<file path="src/rtl/bx_pkg.sv">
package bx_pkg;
  typedef enum logic [1:0] {
    MIR_ONE_LO = 2'd0,
    MIR_ONE_HI = 2'd1,
    MIR_VERT   = 2'd2,
    MIR_HORIZ  = 2'd3
  } mirror_e;

  typedef struct packed {
    logic    chr_4k;
    logic    prg_16k;
    logic    fix_last;
    mirror_e mir;
  } ctrl_t;
endpackage

</file>
<file path="src/rtl/bx_prg_map.sv">
module bx_prg_map #(
  parameter int PB = 3
) (
  input  logic            prg_16k_i,
  input  logic            fix_last_i,
  input  logic [3:0]      bank_i,
  input  logic [14:0]     off_i,
  output logic [PB+13:0]  addr_o
);
  logic [PB-1:0] bank_w;
  logic [PB-1:0] win32;
  logic [PB-1:0] blk;

  assign bank_w = PB'(bank_i);

  generate
    if (PB > 1) begin : g_wide
      assign win32 = {bank_w[PB-1:1], off_i[14]};
    end else begin : g_one
      assign win32 = off_i[14];
    end
  endgenerate

  always_comb begin
    if (!prg_16k_i)      blk = win32;
    else if (fix_last_i) blk = off_i[14] ? '1 : bank_w;
    else                 blk = off_i[14] ? bank_w : '0;
  end

  assign addr_o = {blk, off_i[13:0]};
endmodule

</file>
<file path="src/rtl/bx_chr_map.sv">
module bx_chr_map #(
  parameter int CB = 4
) (
  input  logic            chr_4k_i,
  input  logic            is_ram_i,
  input  logic [4:0]      bank0_i,
  input  logic [4:0]      bank1_i,
  input  logic [12:0]     pat_i,
  output logic [CB+11:0]  addr_o
);
  localparam int AW = CB + 12;
  logic [CB-1:0] b0_w;
  logic [CB-1:0] b1_w;
  logic [CB-1:0] win8;
  logic [CB-1:0] sel;

  assign b0_w = CB'(bank0_i);
  assign b1_w = CB'(bank1_i);

  generate
    if (CB > 1) begin : g_wide
      assign win8 = {b0_w[CB-1:1], pat_i[12]};
    end else begin : g_one
      assign win8 = pat_i[12];
    end
  endgenerate

  always_comb begin
    if (chr_4k_i) sel = pat_i[12] ? b1_w : b0_w;
    else          sel = win8;
    if (is_ram_i) addr_o = AW'(pat_i);
    else          addr_o = {sel, pat_i[11:0]};
  end
endmodule

</file>
<file path="src/rtl/bx_mirror_map.sv">
module bx_mirror_map
  import bx_pkg::*;
(
  input  mirror_e      mir_i,
  input  logic [11:0]  nt_i,
  output logic [10:0]  addr_o
);
  always_comb begin
    unique case (mir_i)
      MIR_ONE_LO: addr_o = {1'b0, nt_i[9:0]};
      MIR_ONE_HI: addr_o = {1'b1, nt_i[9:0]};
      MIR_VERT:   addr_o = nt_i[10:0];
      default:    addr_o = {nt_i[11], nt_i[9:0]};
    endcase
  end
endmodule

</file>
<file path="src/rtl/bank_xlat.sv">
module bank_xlat
  import bx_pkg::*;
#(
  parameter int PRG_LOG2 = 3,
  parameter int CHR_LOG2 = 4,
  localparam int PRG_AW = 14 + PRG_LOG2,
  localparam int CHR_AW = 12 + CHR_LOG2
) (
  input  logic [4:0]        ctrl_i,
  input  logic [3:0]        prg_bank_i,
  input  logic [4:0]        chr_bank0_i,
  input  logic [4:0]        chr_bank1_i,
  input  logic              chr_ram_i,
  input  logic [14:0]       cpu_addr_i,
  input  logic [12:0]       pat_addr_i,
  input  logic [11:0]       nt_addr_i,
  output logic [PRG_AW-1:0] prg_addr_o,
  output logic [CHR_AW-1:0] chr_addr_o,
  output logic [10:0]       ciram_addr_o,
  output logic [12:0]       wram_addr_o
);
  ctrl_t ctl;
  assign ctl = ctrl_t'(ctrl_i);

  bx_prg_map #(.PB(PRG_LOG2)) u_prg (
    .prg_16k_i (ctl.prg_16k),
    .fix_last_i(ctl.fix_last),
    .bank_i    (prg_bank_i),
    .off_i     (cpu_addr_i),
    .addr_o    (prg_addr_o)
  );

  bx_chr_map #(.CB(CHR_LOG2)) u_chr (
    .chr_4k_i(ctl.chr_4k),
    .is_ram_i(chr_ram_i),
    .bank0_i (chr_bank0_i),
    .bank1_i (chr_bank1_i),
    .pat_i   (pat_addr_i),
    .addr_o  (chr_addr_o)
  );

  bx_mirror_map u_mir (
    .mir_i (ctl.mir),
    .nt_i  (nt_addr_i),
    .addr_o(ciram_addr_o)
  );

  assign wram_addr_o = cpu_addr_i[12:0];
endmodule

</file>
<file path="config.mk">
export PLATFORM = sky130hd
export DESIGN_NAME = bank_xlat
export DESIGN_NICKNAME = d
export VERILOG_FILES = /design/src/rtl/bx_pkg.sv /design/src/rtl/bx_prg_map.sv /design/src/rtl/bx_chr_map.sv /design/src/rtl/bx_mirror_map.sv /design/src/rtl/bank_xlat.sv
export SDC_FILE = /design/constraint.sdc
export NUM_CORES = 1
export LEC_CHECK = 0
export ABC_AREA = 1
export BUFFER_PORTS_ARGS = -buffer_cell sky130_fd_sc_hd__buf_2
export CAP_MARGIN = 10
export CORE_UTILIZATION = 27
export DETAILED_ROUTE_END_ITERATION = 8
export PLACE_DENSITY = 0.91
export REMOVE_ABC_BUFFERS = 1
export SYNTH_ARGS = -nofsm -noshare
export SYNTH_HDL_FRONTEND = slang
export SYNTH_SLANG_ARGS = --single-unit
</file>
<file path="constraint.sdc">
create_clock -name vclk -period 0.8
set_clock_uncertainty 0.15 [all_clocks]
set_input_delay 0.04 -clock vclk [all_inputs]
set_output_delay 0.04 -clock vclk [all_outputs]
set_load 0.1 [all_outputs]
</file>
# Word level (Yosys, flattened, before mapping)
# Cells that the tools add are included.
word_totals:
  reg_bits: 0
  output_inout_bits: 57
  elab_cells: 11
  input_bits: 60
op_classes:
  eq_ne: 2
  reduce_logical: 1
  mux: 8
op_table:
  columns: ["op", "n"]
  rows:
  - ["11-bit one-hot mux with 3 select lines", 1]
  - ["16-bit 2-to-1 mux", 1]
  - ["3-bit 2-to-1 mux", 4]
  - ["4-bit 2-to-1 mux", 2]
  - ["2-bit by 1-bit equality test with 1-bit output (second input constant)", 1]
  - ["2-bit equality test (second input constant)", 1]
  - ["2-bit logical NOT", 1]

# Logic depth before layout (Yosys ltp)
# Gate-level depths: netlist (run 1).
depth:
  ltp_word: 3
  mapped_depth: 5
  ltp_nobuf: 5

# Modules after synthesis
# From an unflattened synthesis (run 1), not the netlist that was laid out.
hier_totals:
  hier_cells: 100
  hier_area_um2: 566.8
by_module_without_submodules:
  columns: ["module", "instances", "seq_area_each_um2", "area_per_inst_um2", "cells_per_inst"]
  rows:
  - ["bx_prg_map", 1, 0.0, 183.9, 35]
  - ["bx_chr_map", 1, 0.0, 182.7, 35]
  - ["bx_mirror_map", 1, 0.0, 102.6, 17]
  - ["bank_xlat", 1, 0.0, 97.6, 13]

# Worst setup path before layout (run 1)
# Ideal clock, no wire load.
synth_timing:
  path_type: "input-to-output"
  startpoint: "input cpu_addr_i[14]"
  endpoint: "output prg_addr_o[14]"
  path_buffers: 0
  cell_stages: 2
  setup_slack_ns: -1.570
  t_arrival_ns: 2.180
  t_required_ns: 0.610
  path_cell_list: "nor2_1 -> o21ai_0"
synth_via:
  elab_chain_len: 3
  word_cells_on_any_way: 4
  classes_between: "mux: 4"
synth_lines:
  columns: ["element", "line", "text"]
  rows:
  - ["start: declaration", "bank_xlat.sv:14", "input logic [14:0] cpu_addr_i,"]
  - ["3-bit 2-to-1 mux (on tied branches)", "bx_prg_map.sv:27, bx_prg_map.sv:26", null]
  - ["3-bit 2-to-1 mux", "bx_prg_map.sv:26", "else if (fix_last_i) blk = off_i[14] ? '1 : bank_w;"]
  - ["3-bit 2-to-1 mux (*)", "bx_prg_map.sv:25", "if (!prg_16k_i) blk = win32;"]
  - ["end: declaration", "bank_xlat.sv:17", "output logic [PRG_AW-1:0] prg_addr_o,"]
# Every way passes the cells marked *; elsewhere a longest branch is shown, timed or not.

# Final worst setup path (run 1)
layout_timing:
  startpoint: "input ctrl_i[4]"
  endpoint: "output chr_addr_o[13]"
layout_via:
  elab_chain_len: 2
layout_lines:
  columns: ["element", "line", "text"]
  rows:
  - ["start: declaration", "bank_xlat.sv:9", "input logic [4:0] ctrl_i,"]
  - ["4-bit 2-to-1 mux", "bx_chr_map.sv:29", "if (chr_4k_i) sel = pat_i[12] ? b1_w : b0_w;"]
  - ["16-bit 2-to-1 mux", "bx_chr_map.sv:31", "if (is_ram_i) addr_o = AW'(pat_i);"]
  - ["end: declaration", "bank_xlat.sv:18", "output logic [CHR_AW-1:0] chr_addr_o,"]
# Every way passes these cells.

==> results.tsv, run 1 <==
metric	value	unit
status	complete, but fails checks	
violated checks	negative hold slack, negative setup slack	
via count	454	
Core ar.	1802	um^2
final worst setup slack	-18.30	ps
Die W	46.64	um
CP most frequent cell	nor2_4	
final setup fails	3	
boundary pin count	117	
relative slew slack	0.8643	
hpwl dp	2567	um
grt total ovfl	0	
simple-gate share of the synthesized area	0.1860	
largest net degree at the start of global routing	5	
Cell Area, Synth	538.0	um^2
power density cells	1435	nW/um^2
syn_area_per_cell	5.978	um^2
post-synthesis adder-cell area fraction	0	
Post-route DRC	0	
Placer Congestion	0.8085	
final WL	2993	um
fraction of layout instances using a drive strength above 1	0.8072	
worst vdd ir	0.4325	mV
Initial DRT Pass Iterations	3	
DRT antenna net count	0	
largest family of logic cells by synthesized area	buffers and inverters	
# Max-Cap Violations	0	
leakage	0.4469	nW
xor and xnor fraction of the mapped netlist area	0	
register area	0	um^2
final hold viol count	23	
number of global-route vias before repair	441	
startpoint types	input pin	
first-pass GRT wire length	3312	um
setup TNS	-42.29	ps
crit path DAT	630	ps
initial antenna violation count	0	
seq_cells	0	
fmax	1222	MHz
initial core utilization	0.2986	
slowest CP cell	buf_12	
Worst setup EP type	output port	
Initial DRC Count	4	
yosys warns	0	
pre-CTS WS	-121.3	ps
top cells by area, synth	buf_4 68%, inv_1 7.7%, nand2_1 7.7%	
Post-Syn Instances	90	
Pwr Total	0.001289	W
Area Growth Syn to Fin	66.98	%
minimum hold slack	-68.66	ps
GRT Resource Usage Total	0.2492	
Netlist cell types	9	
max incr delay on CP	180	ps
critical path class	in -> out	
post-synthesis mux area share	0	
# diodes	0	
drt wl/cell	27.71	um
Die Y	46.64	um
worst min path class	in -> out	
hold buffers post-CTS	13	
Port-buffer cells	29	
Vias/cell	4.204	
unrepaired setup endpoints after global routing	yes	
Slew Limit Fails	0	
leading area contributor after synthesis	buf_4	
nets	145	
postcts setup bufs	0	
worst path required time	610	ps
cells along the critical path	buf_8 > nand2_8 > inv_8 > nor2_4 > nor2_4 > buf_12	
final critical-path required period	818.3	ps
clock buffers	0	
count of standard-cell rows	15	
Period Utilization, post-route	1.023	
Die ar.	2175	um^2
Synth Area in Compound Gates	0.04651	
worst-path fanout max	4	
Worst Max-Slew Pin Slew	203.6	ps
top cell type's share of synthesized area	0.6837	
sequential-to-total area share from yosys stat	0	
==> cells in the final DEF (no fill, tap or decap), drive strengths merged <==
| master | n |
|---|---|
| buf | 42 |
| nand2 | 12 |
| nor2 | 8 |
| inv | 12 |
| nand3b | 1 |
| nand3 | 3 |
| o21ai | 5 |
==> critical path, delay by kind of cell <==
kind / cells / cell delay (ps)
buffers and inverters: 3 / 350
AND/OR/NAND/NOR: 3 / 230
==> timing repair <==
action | CTS | global route
endpoints found under the setup margin | 7 | 8
pin swaps | 7 | 12
hold endpoints to repair | 49 | 23
resized for setup | 25 | 31
==> logic make-up (layout without fill, tap and decap cells) <==
kind of cell / after synthesis / in the layout
buffers and inverters: 61 / 54
AOI/OAI and AO/OA: 5 / 5
and+or+nand+nor: 24 / 24
==> layer usage <==
metal	up-vias	track usage	part of all wire
li1	206	-	-
met1	196	0.1103	0.15
met2	52	0.5389	0.59
met3	0	0.2824	0.25
met4	0	0	0
met5	-	0	0
==> worst paths after layout <==
| path | start | to | slack, ps | depth (start not counted) |
|---|---|---|---|---|
| worst min-delay path | nt_addr_i[0] | ciram_addr_o[0] | -70 | 0 |
| worst max-delay path | ctrl_i[4] | chr_addr_o[13] | -20 | 6 |
==> where the power goes <==
group	total [W]	leakage, nW	internal [W]	switching (W)
Clock	0	0	0	0
Combinational	0.00129	0.447	0.000371	0.000918
Sequential	0	0	0	0
==> layout make-up <==
| type | instances | area [um^2] |
|---|---|---|
| fillers | 170 | 903.4 |
| inverters | 12 | 60.06 |
| multi-input cells | 29 | 226.5 |
| well taps | 25 | 31.28 |
| repair buffers | 42 | 580.6 |
==> cells in the mapped netlist <==
master and instances:
nand3_1 3, buf_4 49, nand2_1 11, o21ai_0 5
nand2_2 1, nor2_1 8, nand3b_1 1, inv_1 11
inv_2 1
==> through the flow <==
stage	hold WS [ps]	cells	util	instance area (um^2)
2_1_floorplan	-70.00	41	-	170.2
3_3_place_gp	-67.82	96	0.2632	474.2
3_5_place_dp	-67.82	96	0.2632	474.2
4_1_cts	-67.82	108	0.4417	795.8
5_1_grt	-69.00	108	0.4986	898.4
6_report	-68.66	108	0.4986	898.4
(Power assumes the default switching activity.)
==> run 2: changes to the inputs <==
- CELL_PAD_IN_SITES_DETAIL_PLACEMENT: default -> 1
- CELL_PAD_IN_SITES_GLOBAL_PLACEMENT: default -> 1
- CORE_UTILIZATION: 27 -> 13
- PLACE_DENSITY: 0.91 -> 0.86
==> results.tsv, run 2 (same netlist as run 1, synthesis figures left out) <==
metric	value	unit	change
status	complete, but fails checks		
violated checks	negative hold slack, negative setup slack		
commonest non-fill, non-tap cell in the layout	buf_12		
largest net degree at the start of global routing	5		unchanged
clock buffers	0		unchanged
Die W	66.33	um	+42%
relative slew slack	0.8685		+0.004209
share of power burned in registers	0		unchanged
met1 WL	942	um	+110%
# diodes	0		unchanged
max incr delay on CP	150	ps	-30 ps
met3 routed WL	620	um	-19%
initial core utilization	0.1345		-0.1641
DRT antenna net count	0		unchanged
WP buf/inv	3		unchanged
GRT Resource Usage Total	0.1291		-0.1201
critical path class	in -> out		
slowest CP cell	nor2_1		
placed cell count	121		+26%
Post-route DRC	0		unchanged
switch share	0.7157		+0.003531
final setup fails	4		+1
Initial DRC Count	3		-1
CP most frequent cell	nand2_2		
met2 WL	1427	um	-20%
combinational group share of total power	1.000		about the same
Placer Congestion	0.6496		-20%
drt wl/cell	22.48	um	-19%
Die ar.	4400	um^2	+100%
cells along the critical path	buf_6 > nor2_1 > nand2_2 > nand2_2 > inv_2 > buf_12		
final worst setup slack	-26.69	ps	-8.392 ps
# Max-Cap Violations	0		unchanged
boundary pin count	117		unchanged
fillcell total	465		+170%
Die Y	66.33	um	+42%
crit path DAT	640	ps	about the same
via count	507		+12%
minimum hold slack	-69.09	ps	-0.4315 ps
hold buffers post-CTS	13		unchanged
Slew Limit Fails	0		unchanged
Crit path max-delay family	buffers and inverters		
Period Utilization, post-route	1.033		+0.01049
Worst setup EP type	output port		
Net Switching	0.0009156	W	-0.28%
Worst Max-Slew Pin Slew	197.2	ps	-6.313 ps
number of global-route vias before repair	509		+15%
register area	0	um^2	unchanged
Initial DRT Pass Iterations	2		-1
first-pass GRT wire length	3795	um	+15%
Vias/cell	3.812		-9.3%
final WL	2990	um	-0.10%
Top Layer Used	met3		
worst min path class	in -> out		
leakage	0.4332	nW	-3.1%
worst path required time	610	ps	about the same
Cell Count, Final, Fillers Out	133		+23%
Port-buffer cells	29		unchanged
power density cells	1414	nW/um^2	-1.5%
hpwl dp	2451	um	-4.5%
grt total ovfl	0		unchanged
fmax	1210	MHz	-1.0%
initial antenna violation count	0		unchanged
commonest non-fill, non-tap cells in the layout	21 x buf_12, 15 x buf_2, 8 x nand2_1		
Finished Core Util	0.2262		-0.2725
Core ar.	4000	um^2	+120%
Area Growth Syn to Fin	68.14	%	
worst-path fanout max	2		-2
nets	145		unchanged
final hold viol count	23		unchanged
count of standard-cell rows	23		+8
worst vdd ir	0.3491	mV	-19%
fraction of layout instances using a drive strength above 1	0.7952		-0.01205
unrepaired setup endpoints after global routing	yes		
seq_cells	0		unchanged
final critical-path required period	826.7	ps	+8.392 ps
startpoint types	input pin		
internal power	0.0003636	W	-2.0%
fraction of power consumed by the clock network	0		unchanged
## run 2: power by group through the flow
| stage | Sequential, W | Combinational (W) | Clock, W |
|---|---|---|---|
| 2_1_floorplan | 0 | 0.000284 | 0 |
| 3_3_place_gp | 0 | 0.000500 | 0 |
| 3_5_place_dp | 0 | 0.000505 | 0 |
| 4_1_cts | 0 | 0.00123 | 0 |
| 5_1_grt | 0 | 0.00131 | 0 |
| 6_report | 0 | 0.00128 | 0 |
## run 2: through the flow
stage	total power (W)	worst slack (ps)	cell area (um^2)	TNS, ps	hold slack [ps]
3_3_place_gp	0.0004998	-128.5	505.5	-526.9	-68.39
4_1_cts	0.001234	-32.01	838.3	-56.00	-68.39
2_1_floorplan	0.0002841	-1570	170.2	-4863	-70.00
6_report	0.001279	-26.69	904.6	-60.76	-69.09
5_1_grt	0.001310	-71.35	904.6	-217.0	-69.27
3_5_place_dp	0.0005053	-146.3	505.5	-678.0	-68.39
## run 2: metal layers
layer	GRT usage	up-vias
li1	-	205
met1	0.1210	217
met2	0.2117	85
met3	0.1293	0
met4	0	0
met5	0.01389	-
## run 2: timing repair
action / CTS / global route
hold endpoints to repair: 49 / 23
gates resized for setup: 31 / 20
pin swaps: 6 / 6
setup endpoints to repair: 8 / 8
setup buffers: 0 / 0
## run 2: area by class of cell
class / count / area [um^2] / share of cell area
multi-input combinational: 29 / 220.2 / 0.2434
tap: 50 / 62.56 / 0.06916
inverter: 12 / 55.05 / 0.06086
timing repair buffer: 42 / 566.8 / 0.6266
## run 2: path summary, 6_finish.rpt
| check | start | endpoint | slack, ps | cells after the start |
|---|---|---|---|---|
| setup / recovery | chr_ram_i | chr_addr_o[12] | -30 | 6 |
| hold / removal | nt_addr_i[0] | ciram_addr_o[0] | -70 | 0 |
